<file path="config.mk">
export PLATFORM = sky130hd
export DESIGN_NAME = skip_unit
export DESIGN_NICKNAME = d
export VERILOG_FILES = /design/src/rtl/skip_unit.sv
export SDC_FILE = /design/constraint.sdc
export NUM_CORES = 1
export LEC_CHECK = 0
export BUFFER_PORTS_ARGS = -buffer_cell sky130_fd_sc_hd__clkbuf_2
export CORE_MARGIN = 1.5
export CORE_UTILIZATION = 32
export CTS_CLUSTER_SIZE = 30
export DETAILED_ROUTE_END_ITERATION = 10
export GPL_TIMING_DRIVEN = 0
export PLACE_DENSITY = 0.81
export REMOVE_ABC_BUFFERS = 1
export SLEW_MARGIN = 5
export SYNTH_ARGS = -nofsm -noshare
export SYNTH_HDL_FRONTEND = slang
export SYNTH_SLANG_ARGS = --single-unit
</file>
<file path="constraint.sdc">
create_clock -name clk -period 2.3 [get_ports clk]
set_clock_uncertainty 0.15 [all_clocks]
set_input_delay 0.23 -clock clk [delete_from_list [all_inputs] [get_ports clk]]
set_output_delay 0.23 -clock clk [all_outputs]
set_load 0.01 [all_outputs]
</file>
<file path="src/rtl/skip_unit.sv">
module skip_unit #(
  parameter int ACC_W = 24,
  parameter int CNT_W = 6
) (
  input  logic             clk,
  input  logic             rst_n,
  input  logic             prog_load,
  input  logic             pass_end,
  input  logic             insn_valid,
  input  logic [31:0]      insn_word,
  input  logic [ACC_W-1:0] acc,
  input  logic [ACC_W-1:0] acc_prev,
  output logic             suppress,
  output logic [4:0]       flags
);

  localparam logic [4:0] OPC_SKIP = 5'b10001;
  localparam int CNT_LSB = 21;

  logic [CNT_W-1:0] cnt_q;
  logic             run_q;

  wire [4:0]       mask   = insn_word[31:27];
  wire [CNT_W-1:0] count  = insn_word[CNT_LSB +: CNT_W];
  wire             is_skp = insn_valid && insn_word[4:0] == OPC_SKIP && insn_word[20:5] == '0;
  wire             busy   = cnt_q != '0;

  wire neg = acc[ACC_W-1];
  wire gez = ~acc[ACC_W-1];
  wire zro = acc == '0;
  wire zrc = acc[ACC_W-1] ^ acc_prev[ACC_W-1];

  assign flags    = {run_q, zrc, zro, gez, neg};
  assign suppress = insn_valid && busy;

  wire cond_ok = (flags & mask) == mask;
  wire take    = is_skp && !busy && cond_ok && count != '0;

  always_ff @(posedge clk or negedge rst_n) begin
    if (!rst_n)                 cnt_q <= '0;
    else if (pass_end)          cnt_q <= '0;
    else if (take)              cnt_q <= count;
    else if (insn_valid && busy) cnt_q <= cnt_q - 1'b1;
  end

  always_ff @(posedge clk or negedge rst_n) begin
    if (!rst_n)         run_q <= 1'b1;
    else if (prog_load) run_q <= 1'b1;
    else if (pass_end)  run_q <= 1'b0;
  end

  assert_load_count_R4: assert property (@(posedge clk) disable iff (!rst_n)
    take && !pass_end |=> cnt_q == $past(count));

  assert_no_reload_R5: assert property (@(posedge clk) disable iff (!rst_n)
    (cnt_q > $past(cnt_q)) |-> $past(take));

  assert_pass_clear_R6: assert property (@(posedge clk) disable iff (!rst_n)
    pass_end |=> !suppress);

  assert_run_clear_R7: assert property (@(posedge clk) disable iff (!rst_n)
    pass_end && !prog_load |=> !flags[4]);

  assert_run_set_R7: assert property (@(posedge clk) disable iff (!rst_n)
    prog_load |=> flags[4]);

  assert_idle_R8: assert property (@(posedge clk) disable iff (!rst_n)
    !insn_valid |-> !suppress);

endmodule

</file>
# Yosys cells after proc, flatten, opt, wreduce, memory -nomap -nowiden
# Cells that the tools add are included.
# totals
wordCells	26
output_inout_bits	6
regBits	7
# op_classes
n_bitwise	3
n_addsub	1
n_mux	5
reduce_logical	13
n_eq_ne	2
# op_table
op	n
24-bit zero test	1
6-bit two-way mux	3
16-bit zero test	1
6-bit nonzero test	2
1-bit logical AND	6
6-bit by 1-bit subtractor with 6-bit output (second input constant)	1
5-bit bitwise AND	1
5-bit equality test	1
5-bit equality test (second input constant)	1
3-bit nonzero test	1
1-bit two-way mux	2
2-bit nonzero test	1
1-bit zero test	1
1-bit inverter	1
1-bit XOR	1

# Longest topological paths before layout
# Gate-level depths: netlist of the first run.
# depth
word_depth	8
mapped_depth	8

# Worst setup path before layout of the first run
# OpenSTA, ideal clock, no wires.
# synth_timing
path_type	register to register
start	register cnt_q[0]
end	register cnt_q[4]
path_slack_ps	235
path_buffers	1
synth_period_minus_slack_ps	2065
path_stages_with_launch	9
t_arrival_ps	1804
path_cell_list	dfrtp_1 > inv_1 > ha_1 > or3b_1 > nor3_1 > and3_1 > buf_1 > a311oi_1 > a2111oi_2
# synth_via
elab_chain_len	7
elab_cells_between_ends	11
cone_classes	add/sub (1); mux (3); reduce/logical (7)
# synth_lines
item	line	text
start, declared	20	logic [CNT_W-1:0] cnt_q;
start signal, assigned	42	else if (take) cnt_q <= count;
start signal, assigned	43	else if (insn_valid && busy) cnt_q <= cnt_q - 1'b1;
parallel branches: the longest is 7 deep, another holds 6-bit by 1-bit subtractor with 6-bit output	-	
# Parallel ways; which one is timed is not known. The select of a mux whose other input is x is not followed.
# A chain may end at the register's enable or synchronous reset.

# Worst setup path in the final report of the first run
# layout_timing
start	register cnt_q[0]
end	output port suppress
# layout_via
elab_chain_len	2
# layout_lines
item	line	text
6-bit nonzero test	26	wire busy = cnt_q != '0;
1-bit logical AND	34	assign suppress = insn_valid && busy;
end, declared	13	output logic suppress,
# Every way passes these cells.

==> results of run 1 <==
## cells in the mapped netlist, drive strengths merged
cell type / count / area share [%]
a21oi: 3 / 2.1
o31ai: 1 / 1.7
and3: 2 / 1.7
o21ai: 3 / 2.1
or3b: 1 / 1.2
and4: 1 / 1.2
nand4: 5 / 4.4
dfstp: 1 / 3.7
nand3: 2 / 1.4
xnor2: 3 / 3.7
nor4b: 3 / 5.4
nor4: 12 / 10
buf: 7 / 6.8
or3: 1 / 0.87
ha: 1 / 1.7
inv: 5 / 2.6
a311oi: 1 / 1.2
o21a: 1 / 1.0
mux2i: 2 / 2.8
or4: 1 / 1.6
nor2: 3 / 1.6
bufinv: 1 / 2.4
nor3: 3 / 2.1
a31oi: 2 / 1.7
nand2: 4 / 2.1
or2: 1 / 0.87
dfrtp: 6 / 21
a2111oi: 2 / 5.9
nor3b: 1 / 1.0
o21bai: 1 / 1.0
xor2: 2 / 2.4
## path summary, 6_finish.rpt
| check | start | to |
|---|---|---|
| min in group asynchronous | rst_n | cnt_q[5]$_DFFE_PN0P_ |
| min reg2reg | run_q$_DFFE_PN1P_ | run_q$_DFFE_PN1P_ |
| min | prog_load | run_q$_DFFE_PN1P_ |
| max | cnt_q[0]$_DFFE_PN0P_ | suppress |
| max reg2reg | cnt_q[0]$_DFFE_PN0P_ | cnt_q[1]$_DFFE_PN0P_ |
| max in group asynchronous | rst_n | run_q$_DFFE_PN1P_ |
## final cells by class
class | count | area (um2)
Timing Repair Buffer | 69 | 357
Inverter | 6 | 36.3
Fill cell | 218 | 923
Tap cell | 27 | 33.8
Sequential cell | 7 | 176
Multi-Input combinational cell | 62 | 489
Clock buffer | 4 | 26.3
## layer usage
metal,track usage [%],vias up,part of all wire (%)
met1,18.6,413,38
li1,-,447,-
met5,0,-,0
met2,36.0,47,54
met3,2.38,2,7.1
met4,9.91,0,1.2
## cells by family after synthesis
logic type | after synthesis
muxes | 2
adders and majority gates | 1
AOI/OAI and AO/OA | 14
buffers and inverters | 13
DFF | 7
xor gates and xnor gates | 5
and+or+nand+nor | 40
## sequential cells by signal (all words and copies together) (netlist names)
name,flops
cnt_q,6
run_q,1
## power groups by stage
stage / logic [mW] / clock network [mW] / registers (mW)
finish: 0.552 / 0.112 / 0.224
global placement: 0.420 / 0 / 0.209
global route: 0.604 / 0.120 / 0.228
detailed placement: 0.447 / 0 / 0.214
CTS: 0.465 / 0.114 / 0.216
floorplan: 0.310 / 0 / 0.202
## metrics by stage
step	power, mW	setup TNS, ps	utilization [%]	hold slack (ps)	std cells
after detailed placement	0.661	0	50.8	-77.7	169
after global routing	0.952	-42.3	54.8	39.5	175
after floorplan	0.512	0	-	-216	75
after global placement	0.629	0	50.8	-80.2	169
final	0.887	0	54.8	26.6	175
after CTS	0.796	0	53.1	27.2	174
## timing repair
item / CTS / global route
hold endpoints to repair: 7 / 0
pin swaps: 0 / 2
hold buffers: 1 / 0
buffers inserted: 0 / 1
setup endpoints to repair: 1 / 2
gates resized for setup: 2 / 8
## critical path, delay by kind of cell (launching register included)
| kind | cells | cell delay (ps) |
|---|---|---|
| AND/OR/NAND/NOR | 1 | 400 |
| flip-flops | 1 | 410 |
| adder cells (fa/ha/maj) | 1 | 140 |
| AO/OA/AOI/OAI | 1 | 270 |
| buffers and inverters | 3 | 350 |
==> impl_metrics.tcl, run 1 <==
set metrics [dict create \
    status "finished clean" \
    synth-seq-cells 7 \
    antenna_found_initial 0 \
    vias_per_cell 5.19 \
    final_cell_mix "67 x clkbuf_2, 12 x nor4_1, 6 x dfrtp_1" \
    clkTransAtPathRegs_ps 60 \
    dieHeight_um 50.3 \
    synth_area_um2 717 \
    diodes 0 \
    fin_crit_ps 2200 \
    final_cell_area_um2 1120 \
    r2r_cells 8 \
    yosysSeqAreaShare_pct 24.6 \
    achievable-frequency_mhz 455 \
    clockRootBuffer "clkbuf_4" \
    syn_area_per_cell_um2 8.74 \
    cts_tree "done" \
    ir_drop_mv 0.460 \
    drt_iter0_markers 6 \
    crit_type "reg2out" \
    critPathRequiredTime_ps 1920 \
    cp-start-kind "register" \
    cap_violations 0 \
    gp_congestion 0.850 \
    hold_viol 0 \
    core_um2 2040 \
    period_share_pct 95.6 \
    start_util_pct 35.1 \
    synthMuxAreaShare_pct 2.79 \
    hold_path.class "in2reg" \
    synth_compound_area_share_pct 16.9 \
    io_pins 91 \
    die_area_um2 2530 \
    power_density_nw_per_um2 793 \
    final_common_cell "clkbuf_2" \
    dp_hpwl_um 1910 \
    grt_pass1_wl_um 3580 \
    synth-simple-area-share_pct 36.0 \
    port_buffers 67 \
    seqPwrFrac_pct 25.2 \
    hold_path_depth 2 \
    grt_max_degree 8 \
    cp_cell_sequence "inv_2, ha_4, or3b_4, o31ai_4, inv_2, clkbuf_2" \
    reg2reg_slack_ps 100 \
    synth_top_family_by_area "simple AND/OR/NAND/NOR gates" \
    rows 16 \
    path_common_cell "inv_2" \
    grt-ovfl-total 0 \
    power_switching_uw 379 \
    syn_to_final_growth_pct 56.0 \
    worstSetupEndpointType "output pin" \
    pwr-share-comb_pct 62.2 \
    synth-xor-area-share_pct 6.11 \
    synth_adder_area_share_pct 1.75 \
    setup_viol 0 \
    clk_latency_ps 250 \
    antenna_left 0 \
    cts_num_sinks 7 \
    grtUsageTotal_pct 18.4 \
    pre_cts_slack_ps 37.1 \
    arrival_ps 1820 \
    fin_ws_ps 101 \
    nNetsFinal 235 \
    clock_path_buffers 2 \
    slowest_stage "dfrtp_1" \
    maxSlewViolCount 0 \
    drive_gt1_share_pct 59.5 \
    syn_inst 82 \
    drc 0 \
    grt_pass1_vias 922 \
    drt-pass1-iter-count 4 \
    critPathMaxStageDelay_ps 410 \
    avgRoutedWirePerCell_um 12.9 \
    cts_made_buffers 3 \
    p_int_uw 508 \
    htreeDepth 1 \
    vias 909 \
    p_leak_nw 0.540 \
    worst_pin_slew_ps 418 \
    die_w_um 50.3 \
    totalWireLength_um 2250 \
    slew_headroom_pct 71.9 \
    clkPwrFrac_pct 12.6 \
    switching_share_pct 42.7 \
    dpl_cell_area_um2 1040 \
    yosysUniqueCellTypes 36 \
    ys_warn_count 0 \
    crit_path_max_fanout 4 \
]
Power figures use the tool's default switching activity.
==> run 2: changes to the inputs <==
CORE_MARGIN = 2   (was 1.5)
==> run 2 against run 1 <==
Effect of this change:
- non-clock buffer count unchanged
- first-iteration DRC count grew 50%
- flip-flop and latch count unchanged
- wire length increased by 2.8%
- die area up 4.0%
- critical path type unchanged
- critical endpoint unchanged
- largest cell class unchanged
==> impl_metrics.tcl, run 2 (same netlist as run 1, synthesis figures left out) <==
set metrics [dict create \
    drc 0 \
    rr_endpoint "cnt_q[4]$_DFFE_PN0P_" \
    ir_drop_mv 0.422 \
    power_uw 866 \
    antenna_left 0 \
    pre_cts_slack_ps 18.5 \
    clk_latency_ps 250 \
    top_layer "met4" \
    cts_num_sinks 7 \
    diodes 0 \
    switching_share_pct 42.1 \
    largest_reg_flops 6 \
    core_um2 2170 \
    rsz0062_at_grt "false" \
    clockRootBuffer "clkbuf_4" \
    status "finished clean" \
    p_leak_nw 0.543 \
    power_switching_uw 364 \
    cts_tree "done" \
    fin_crit_ps 2240 \
    fin_ws_ps 60.0 \
    period_share_pct 97.4 \
    reg2reg_slack_ps 160 \
    vias_per_cell 5.19 \
    die_w_um 51.3 \
    p_int_uw 501 \
    worst_pin_slew_ps 426 \
    maxSlewViolCount 0 \
    io_pins 91 \
    pwr-share-comb_pct 61.5 \
    vias 914 \
    grtUsageTotal_pct 18.4 \
    clkPwrFrac_pct 13.0 \
    setup_viol 0 \
    seqPwrFrac_pct 25.6 \
    dp_hpwl_um 2040 \
    drt-pass1-iter-count 4 \
    clkTransAtPathRegs_ps 50 \
    worstSetupEndpointType "output pin" \
    grt-ovfl-total 0 \
    final_common_cell "clkbuf_2" \
    hp-start "prog_load" \
    gp_congestion 0.843 \
    drive_gt1_share_pct 58.8 \
    nNetsFinal 235 \
    hold_path.class "in2reg" \
    hold_viol 0 \
    cts_made_buffers 3 \
    cap_violations 0 \
    fin_util_pct 51.6 \
    antenna_found_initial 0 \
    achievable-frequency_mhz 446 \
    whs_endpoint "run_q$_DFFE_PN1P_" \
    met1_length_um 860 \
    clock_path_buffers 2 \
    final_cell_mix "66 x clkbuf_2, 12 x nor4_1, 6 x dfrtp_1" \
    grt_max_degree 8 \
    multiInputGateArea_um2 485 \
    syn_to_final_growth_pct 56.0 \
    largest-register "cnt_q" \
    critPathRequiredTime_ps 1920 \
    slew_headroom_pct 71.4 \
    totalWireLength_um 2320 \
    r2r_cells 7 \
    rows 17 \
    n_fill_cell 246 \
    hold_slack_ps 29.8 \
    arrival_ps 1860 \
    port_buffers 67 \
    drt_iter0_markers 9 \
    dieHeight_um 51.3 \
    setup-tns-final_ps 0 \
    grt_pass1_wl_um 3690 \
    seq_area_um2 176 \
    cp-start-kind "register" \
    grt_pass1_vias 914 \
    wl_met2_um 1270 \
    start_util_pct 33.0 \
    crit_path_max_fanout 4 \
    die_area_um2 2640 \
    reg_top3 "cnt_q x6, run_q x1" \
    htreeDepth 1 \
    power_density_nw_per_um2 774 \
    hold_path_depth 2 \
    crit_type "reg2out" \
    regToRegStartpoint "cnt_q[1]$_DFFE_PN0P_" \
    wl_met3_um 154 \
    avgRoutedWirePerCell_um 13.2 \
]
-- run 2: timing repair --
action / CTS / global route
resized for setup: 2 / 8
hold buffers: 1 / 0
setup buffers: 0 / 1
endpoints found under the setup margin: 1 / 6
pin swaps: 0 / 2
hold endpoints to repair: 7 / 0
-- run 2: area by class of cell --
class | instances | share of cell area [%]
flip-flops and latches | 7 | 15.8
inverters | 6 | 3.24
repair buffers | 69 | 32.1
well taps | 28 | 3.13
clock buffers | 4 | 2.35
multi-input cells | 62 | 43.4
-- run 2: worst max-delay path: stages, from the launching register on --
cell and delay, ps:
dfrtp_1 400, inv_2 90, ha_4 150, or3b_4 400, o31ai_4 320, inv_2 120
buf_6 140
-- run 2: worst max-delay path by stage --
stage | from | to | slack, ps | depth (start not counted)
after floorplan | cnt_q[0]$_DFFE_PN0P_ | cnt_q[4]$_DFFE_PN0P_ | 240 | 7
after detailed placement | cnt_q[0]$_DFFE_PN0P_ | cnt_q[4]$_DFFE_PN0P_ | 20 | 7
after global placement | cnt_q[0]$_DFFE_PN0P_ | cnt_q[4]$_DFFE_PN0P_ | 140 | 7
final | cnt_q[1]$_DFFE_PN0P_ | suppress | 60 | 6
after CTS | cnt_q[0]$_DFFE_PN0P_ | cnt_q[4]$_DFFE_PN0P_ | 6 | 7
after global routing | cnt_q[0]$_DFFE_PN0P_ | suppress | 0.6 | 6
-- run 2: per-layer routing --
layer / vias up / track usage, %
met5: - / 0
met4: 0 / 8.33
met1: 424 / 19.7
met3: 4 / 2.63
met2: 40 / 35.1
li1: 446 / -
-- run 2: through the flow --
step	cells	cell area (um2)
after global placement	170	1040
final	176	1120
after floorplan	75	668
after detailed placement	170	1040
after CTS	175	1080
after global routing	176	1120
-- run 2: power groups by stage --
| stage | Sequential [mW] | Clock [mW] | Combinational (mW) |
|---|---|---|---|
| after floorplan | 0.202 | 0 | 0.310 |
| after global placement | 0.209 | 0 | 0.422 |
| after detailed placement | 0.214 | 0 | 0.444 |
| after CTS | 0.216 | 0.116 | 0.463 |
| after global routing | 0.227 | 0.123 | 0.585 |
| final | 0.221 | 0.112 | 0.532 |
